--- config.mk ---
export PLATFORM = sky130hd
export DESIGN_NAME = sha_block_padder
export DESIGN_NICKNAME = d
export VERILOG_FILES = /design/src/rtl/sha_pad_pkg.sv /design/src/rtl/sha_pad_counter.sv /design/src/rtl/sha_pad_buffer.sv /design/src/rtl/sha_pad_assemble.sv /design/src/rtl/sha_pad_ctrl.sv /design/src/rtl/sha_block_padder.sv
export SDC_FILE = /design/constraint.sdc
export NUM_CORES = 2
export LEC_CHECK = 0
export BUFFER_PORTS_ARGS = -buffer_cell sky130_fd_sc_hd__buf_2
export CAP_MARGIN = 15
export CORE_AREA = 2 2 403 405
export DETAILED_ROUTE_END_ITERATION = 12
export DIE_AREA = 0 0 405 407
export RECOVER_POWER = 50
export SYNTH_ARGS = -nofsm -noshare
export SYNTH_HDL_FRONTEND = slang
export SYNTH_SLANG_ARGS = --single-unit
--- constraint.sdc ---
create_clock -name clk -period 3.7 [get_ports clk]
set_clock_uncertainty 0.05 [all_clocks]
set_input_delay 0.555 -clock clk [delete_from_list [all_inputs] [get_ports clk]]
set_output_delay 0.555 -clock clk [all_outputs]
set_load 0.01 [all_outputs]
--- src/rtl/sha_pad_pkg.sv ---
package sha_pad_pkg;

  localparam int NARROW_BYTES = 64;
  localparam int WIDE_BYTES   = 128;
  localparam int NARROW_TRL   = 8;
  localparam int WIDE_TRL     = 16;
  localparam int LEN_BITS     = 128;

  typedef enum logic [1:0] {ST_FILL, ST_MARK, ST_EMIT} pad_state_e;
  typedef enum logic [1:0] {EK_DATA, EK_SPILL, EK_FINAL} emit_kind_e;

  function automatic int blk_bytes(input logic wide);
    return wide ? WIDE_BYTES : NARROW_BYTES;
  endfunction

  function automatic int trl_bytes(input logic wide);
    return wide ? WIDE_TRL : NARROW_TRL;
  endfunction

  // first byte position of the length trailer
  function automatic int trl_pos(input logic wide);
    return blk_bytes(wide) - trl_bytes(wide);
  endfunction

  // byte of the big-endian trailer at block position pos
  function automatic logic [7:0] trl_byte(input logic [LEN_BITS-1:0] bits,
                                          input logic wide, input int pos);
    int j;
    int sh;
    j  = pos - trl_pos(wide);
    sh = 8 * (trl_bytes(wide) - 1 - j);
    return 8'(bits >> sh);
  endfunction

endpackage

--- src/rtl/sha_pad_counter.sv ---
module sha_pad_counter #(
  parameter int WORD_W = 64
) (
  input  logic              clk,
  input  logic              rst_n,
  input  logic              inc,
  input  logic              clr,
  output logic [2*WORD_W-1:0] count,
  output logic              carry_evt,
  output logic              count_zero
);
  logic [WORD_W-1:0] lo_q, hi_q;

  assign carry_evt  = inc && (&lo_q);
  assign count      = {hi_q, lo_q};
  assign count_zero = (lo_q == '0) && (hi_q == '0);

  always_ff @(posedge clk or negedge rst_n) begin
    if (!rst_n) begin
      lo_q <= '0;
      hi_q <= '0;
    end else if (clr) begin
      lo_q <= '0;
      hi_q <= '0;
    end else if (inc) begin
      lo_q <= lo_q + 1'b1;
      if (carry_evt) hi_q <= hi_q + 1'b1;
    end
  end
endmodule

--- src/rtl/sha_pad_buffer.sv ---
module sha_pad_buffer #(
  parameter int NBYTES = 128,
  parameter int PTR_W  = 8
) (
  input  logic                clk,
  input  logic                rst_n,
  input  logic                wr_en,
  input  logic [PTR_W-1:0]    wr_ptr,
  input  logic [7:0]          wr_byte,
  output logic [NBYTES*8-1:0] buf_flat
);
  for (genvar i = 0; i < NBYTES; i++) begin : g_byte
    logic [7:0] cell_q;
    always_ff @(posedge clk or negedge rst_n) begin
      if (!rst_n)                                   cell_q <= '0;
      else if (wr_en && (wr_ptr == PTR_W'(i)))      cell_q <= wr_byte;
    end
    assign buf_flat[i*8 +: 8] = cell_q;
  end
endmodule

--- src/rtl/sha_pad_assemble.sv ---
module sha_pad_assemble
  import sha_pad_pkg::*;
#(
  parameter int NBYTES = 128,
  parameter int PTR_W  = 8
) (
  input  logic [NBYTES*8-1:0]  buf_flat,
  input  logic [PTR_W-1:0]     fill_ptr,
  input  logic                 final_blk,
  input  logic                 wide,
  input  logic [LEN_BITS-1:0]  len_bits,
  output logic [NBYTES*8-1:0]  blk
);
  for (genvar i = 0; i < NBYTES; i++) begin : g_lane
    logic [7:0] lane;
    logic       in_trl;
    always_comb begin
      in_trl = (i >= trl_pos(wide)) && (i < blk_bytes(wide));
      if (PTR_W'(i) < fill_ptr)        lane = buf_flat[i*8 +: 8];
      else if (final_blk && in_trl)    lane = trl_byte(len_bits, wide, i);
      else                             lane = 8'h00;
    end
    assign blk[NBYTES*8-1-8*i -: 8] = lane;
  end
endmodule

--- src/rtl/sha_pad_ctrl.sv ---
module sha_pad_ctrl
  import sha_pad_pkg::*;
#(
  parameter int PTR_W = 8
) (
  input  logic             clk,
  input  logic             rst_n,
  input  logic             mode_wide,
  input  logic             in_valid,
  input  logic             in_keep,
  input  logic             in_last,
  input  logic [7:0]       in_data,
  output logic             in_ready,
  input  logic             out_ready,
  output logic             out_valid,
  output logic             out_last,
  output logic             wr_en,
  output logic [PTR_W-1:0] wr_ptr,
  output logic [7:0]       wr_byte,
  output logic             cnt_inc,
  output logic             cnt_clr,
  output logic [PTR_W-1:0] fill_ptr,
  output logic             wide_q,
  output logic             final_blk,
  output logic             mark_evt,
  output logic             full_evt
);
  pad_state_e       state_q;
  emit_kind_e       kind_q;
  logic [PTR_W-1:0] ptr_q;
  logic             fresh_q;
  logic             tail_q;
  logic             wide_use;
  logic             take;
  logic             byte_take;
  logic             out_take;
  logic [PTR_W-1:0] ptr_inc;

  always_comb begin
    in_ready  = (state_q == ST_FILL);
    out_valid = (state_q == ST_EMIT);
    final_blk = (kind_q == EK_FINAL);
    out_last  = out_valid && final_blk;
    wide_use  = fresh_q ? mode_wide : wide_q;
    take      = in_ready && in_valid;
    byte_take = take && in_keep;
    out_take  = out_valid && out_ready;
    ptr_inc   = ptr_q + 1'b1;
    full_evt  = byte_take && (ptr_inc == PTR_W'(blk_bytes(wide_use)));
    mark_evt  = (state_q == ST_MARK);
    wr_en     = byte_take || mark_evt;
    wr_ptr    = ptr_q;
    wr_byte   = mark_evt ? 8'h80 : in_data;
    cnt_inc   = byte_take;
    cnt_clr   = out_take && final_blk;
    fill_ptr  = ptr_q;
  end

  always_ff @(posedge clk or negedge rst_n) begin
    if (!rst_n) begin
      state_q <= ST_FILL;
      kind_q  <= EK_DATA;
      ptr_q   <= '0;
      fresh_q <= 1'b1;
      tail_q  <= 1'b0;
      wide_q  <= 1'b0;
    end else begin
      unique case (state_q)
        ST_FILL: if (take) begin
          if (fresh_q) begin
            wide_q  <= mode_wide;
            fresh_q <= 1'b0;
          end
          if (byte_take) ptr_q <= ptr_inc;
          if (full_evt) begin
            state_q <= ST_EMIT;
            kind_q  <= EK_DATA;
            tail_q  <= in_last;
          end else if (in_last) begin
            state_q <= ST_MARK;
          end
        end
        ST_MARK: begin
          ptr_q   <= ptr_inc;
          kind_q  <= (ptr_q < PTR_W'(trl_pos(wide_q))) ? EK_FINAL : EK_SPILL;
          state_q <= ST_EMIT;
        end
        ST_EMIT: if (out_take) begin
          ptr_q <= '0;
          unique case (kind_q)
            EK_DATA: begin
              state_q <= tail_q ? ST_MARK : ST_FILL;
              tail_q  <= 1'b0;
            end
            EK_SPILL: kind_q <= EK_FINAL;
            default: begin
              state_q <= ST_FILL;
              kind_q  <= EK_DATA;
              fresh_q <= 1'b1;
            end
          endcase
        end
        default: state_q <= ST_FILL;
      endcase
    end
  end
endmodule

--- src/rtl/sha_block_padder.sv ---
module sha_block_padder
  import sha_pad_pkg::*;
#(
  parameter int MAX_BYTES = WIDE_BYTES,
  parameter int CNT_WORD  = 64
) (
  input  logic                   clk,
  input  logic                   rst_n,
  input  logic                   mode_wide,
  input  logic                   in_valid,
  output logic                   in_ready,
  input  logic [7:0]             in_data,
  input  logic                   in_keep,
  input  logic                   in_last,
  output logic                   out_valid,
  input  logic                   out_ready,
  output logic [MAX_BYTES*8-1:0] out_block,
  output logic                   out_last
);
  localparam int PTR_W = $clog2(MAX_BYTES + 1);
  localparam int CNT_W = 2 * CNT_WORD;

  logic             wr_en;
  logic [PTR_W-1:0] wr_ptr;
  logic [7:0]       wr_byte;
  logic             cnt_inc, cnt_clr;
  logic [PTR_W-1:0] fill_ptr;
  logic             wide_q;
  logic             final_blk;
  logic             mark_evt;
  logic             full_evt;
  logic             carry_evt;
  logic             count_zero;
  logic [CNT_W-1:0] count;
  logic [LEN_BITS-1:0] len_bits;
  logic [MAX_BYTES*8-1:0] buf_flat;

  assign len_bits = LEN_BITS'(count) << 3;

  sha_pad_ctrl #(.PTR_W(PTR_W)) u_ctrl (
    .clk, .rst_n, .mode_wide, .in_valid, .in_keep, .in_last, .in_data,
    .in_ready, .out_ready, .out_valid, .out_last,
    .wr_en, .wr_ptr, .wr_byte, .cnt_inc, .cnt_clr, .fill_ptr,
    .wide_q, .final_blk, .mark_evt, .full_evt
  );

  sha_pad_counter #(.WORD_W(CNT_WORD)) u_cnt (
    .clk, .rst_n, .inc(cnt_inc), .clr(cnt_clr), .count,
    .carry_evt, .count_zero
  );

  sha_pad_buffer #(.NBYTES(MAX_BYTES), .PTR_W(PTR_W)) u_buf (
    .clk, .rst_n, .wr_en, .wr_ptr, .wr_byte, .buf_flat
  );

  sha_pad_assemble #(.NBYTES(MAX_BYTES), .PTR_W(PTR_W)) u_asm (
    .buf_flat, .fill_ptr, .final_blk, .wide(wide_q), .len_bits,
    .blk(out_block)
  );
endmodule

==> flow_metrics.tcl <==
set metrics [dict create \
    yosysTopAreaCell "dfrtp_1" \
    clk-insertion-delay-late_ns 0.77 \
    fin_crit_ns 3.67 \
    p_switching_w 0.0141 \
    syn_nets 5994 \
    path_class "reg -> out" \
    hold_viol_final 0 \
    combPwrFrac_pct 26.7 \
    status "finished, violations left" \
    io_pins 1042 \
    setup_slack_ns 0.0325 \
    clkTransAtPathRegs_ns 0.05 \
    reg2reg_depth 10 \
    layoutNonFillerInstCount 9289 \
    synth-seq-area-share_pct 55.4 \
    slew_viol_final 105 \
    n_fill_cell 16000 \
    drcViolationCount 0 \
    placedCellCount 9011 \
    hold_slack_ns 0.118 \
    fin_area_mm2 0.0665 \
    syn_inst 5968 \
    hold_depth 3 \
    grt_pass1_wl_um 328000 \
    setup_violations 0 \
    ys.warnings.count 0 \
    gp_congestion 0.918 \
    irDropWorstVdd_mv 0.384 \
    switching_share_pct 35.2 \
    preCtsSetupSlack_ns 0.0492 \
    antenna_found_initial 13 \
    violations "max-capacitance violations, max-slew violations" \
    synthFlopType "dfrtp_1" \
    firstDrtPassIters 6 \
    numCtsBuffers 134 \
    cp_data_arrival_time_ns 3.06 \
    power_frac_clock_pct 35.2 \
    p_int_w 0.0258 \
    ys_seq_elements 1164 \
    drtIter0Drc 3963 \
    cts_root_buf "clkbuf_16" \
    worstPathRequired_ns 3.09 \
    dp_hpwl_um 169000 \
    synth_area_leaders "dfrtp_1 (55%), o21ai_0 (12%), nand2_1 (11%)" \
    area_growth_pct 26.5 \
    synth_enable_flop_cells 0 \
    synth_cell_types 67 \
    clkSinkCount 1164 \
    crit_path_end_kind "output port" \
    cts-htree-levels 4 \
    postRouteAntennaNets 0 \
    viasPerCell 5.07 \
    drive_above_1_share_pct 22.8 \
    clock.fmax_mhz 273 \
    num_rows 147 \
    final.period_utilization_pct 99.1 \
    max_cap_violations 2 \
    syn_area_mm2 0.0526 \
    powerDensity_mw_per_mm2 600 \
    grt_usage_pct 27.7 \
    drt-wirelength-per-cell_um 25.2 \
    portBuffers 1041 \
    vias 47100 \
    wirelength_um 234000 \
    worstSetupStartpointType "flop" \
    die_w_um 405 \
    syn_avg_cell_area_um2 8.81 \
    overflow 0 \
    grt_pass1_vias 45000 \
    power_frac_seq_pct 38.0 \
    hp-class "in -> reg" \
    final_net_count 7042 \
    placed_area_mm2 0.0613 \
    initial_utilization_pct 32.8 \
    synth_top_cell_area_share_pct 55.3 \
    die_y_um 407 \
    core_area_mm2 0.160 \
    grt_max_degree 100 \
    slew-limit-headroom_pct -91.4 \
    async_reset_ff_share_pct 100 \
    die-area_mm2 0.165 \
    cts_tree "yes" \
    worstMarginPinSlew_ns 2.87 \
    setup_tns_ns 0 \
    worstPathMaxFanout 16 \
    p_leak_nw 33.1 \
    clk_path_buf_depth 3 \
]
## sequential cells by signal, indices dropped and copies added (netlist names)
signal	flops
u_ctrl.kind_q	2
u_cnt.hi_q	61
u_ctrl.tail_q	1
u_buf.g_byte.cell_q	1024
u_ctrl.fill_ptr	8
u_ctrl.fresh_q	1
u_cnt.lo_q	64
u_ctrl.wide_q	1
u_ctrl.state_q	2
## cells in the mapped netlist, types with 17 or more instances
cell      number
nor2b_1      117
clkbuf_1     348
dfrtp_1     1163
and3_1        32
a21oi_1       92
nand3_1       91
o21ai_0     1224
xnor2_1       32
inv_1         34
and4_1        17
nand4_1       46
nor2_1       169
nor3_1        36
or3_1         23
xor2_1        69
and2_1       726
nand2_1     1590
## stage by stage
stage	utilization [%]	power [W]
2_1_floorplan	-	0.0198
3_3_place_gp	38.3	0.0256
3_5_place_dp	38.3	0.0258
4_1_cts	41.5	0.0401
5_1_grt	41.5	0.0416
6_report	41.5	0.0399
## worst max-delay path, stage by stage, from the launching register on
cell      delay (ns)
dfrtp_1         0.41
inv_1           0.17
ha_2            0.26
or2_4           0.35
o21bai_1        0.11
buf_4           0.20
o21ai_0         0.53
buf_2           0.25
## placed cells by master (no fill, tap or decap), types with 21 or more instances in the layout
cell | synthesis | final
nand2_1 | 1590 | 1576
clkbuf_1 | 348 | 38
xor2_1 | 69 | 69
clkbuf_8 | 0 | 21
nand3_1 | 91 | 90
nor2b_1 | 117 | 116
nand4_1 | 46 | 46
xnor2_1 | 32 | 32
or3_1 | 23 | 22
clkinv_2 | 0 | 22
buf_4 | 1 | 163
inv_1 | 34 | 34
a21oi_1 | 92 | 54
and3_1 | 32 | 32
dfrtp_1 | 1163 | 1158
buf_12 | 0 | 35
nor3_1 | 36 | 24
clkbuf_16 | 0 | 137
a21oi_2 | 0 | 32
nor2_1 | 169 | 157
and2_1 | 726 | 721
o21ai_1 | 5 | 34
buf_2 | 9 | 1040
o21ai_0 | 1224 | 1188
## path summary, 6_finish.rpt
path | startpoint | to | slack (ns)
max | u_ctrl.fill_ptr[1] | out_block[29] | 0.03
min | in_valid | u_ctrl.wide_q | 0.12
max reg2reg | u_ctrl.state_q[0] | u_cnt.hi_q[44] | 0.21
min reg2reg | u_buf.g_byte[97].cell_q[3] | u_buf.g_byte[97].cell_q[3] | 0.42
max in group asynchronous | rst_n | u_buf.g_byte[77].cell_q[7] | 0.41
min in group asynchronous | rst_n | u_buf.g_byte[39].cell_q[3] | 1.19
## logic make-up (layout without fill, tap and decap cells)
group	after synthesis	after routing	share of synthesized area, %
adder cells (fa/ha/maj)	11	11	0.262
buffers and inverters	406	1556	2.99
flip-flops	1164	1164	55.4
XOR/XNOR	101	101	1.68
AO/OA/AOI/OAI	1366	1366	13.2
multiplexers	15	15	0.293
AND/OR/NAND/NOR	2905	2905	26.2
other	0	11	0
## metal layers
layer | GRT usage, % | routed length (um) | part of all wire [%]
met3 | 6.33 | 16500 | 7.1
met2 | 44.8 | 110000 | 47
met4 | 12.2 | 11300 | 4.8
met1 | 35.5 | 95900 | 41
met5 | 0 | 24 | 0.010
## power groups by stage
| stage | Sequential [W] | Clock [W] | Combinational [W] |
|---|---|---|---|
| floorplan | 0.0151 | 0 | 0.00471 |
| global route | 0.0154 | 0.0148 | 0.0115 |
| global placement | 0.0153 | 0 | 0.0103 |
| CTS | 0.0152 | 0.0143 | 0.0106 |
| detailed placement | 0.0154 | 0 | 0.0104 |
| finish | 0.0152 | 0.0141 | 0.0107 |
## layout make-up
cell class | instances | area, um2 | share of cell area, %
antenna | 11 | 27.5 | 0.0414
multi-input combinational | 4398 | 22400 | 33.7
clock inverter | 52 | 788 | 1.18
sequential | 1164 | 29100 | 43.8
clock buffer | 186 | 3820 | 5.75
tap | 2160 | 2700 | 4.06
inverter | 34 | 128 | 0.192
timing repair buffer | 1284 | 7470 | 11.2
## repair_timing
item                                    4_1_cts  5_1_grt
cloned                                        1        1
pin swaps                                     7        2
hold endpoints to repair                     52        0
gates resized for setup                     113       39
hold buffers                                  1        0
setup buffers                                23        3
endpoints found under the setup margin      693      143
(Power assumes the default switching activity.)
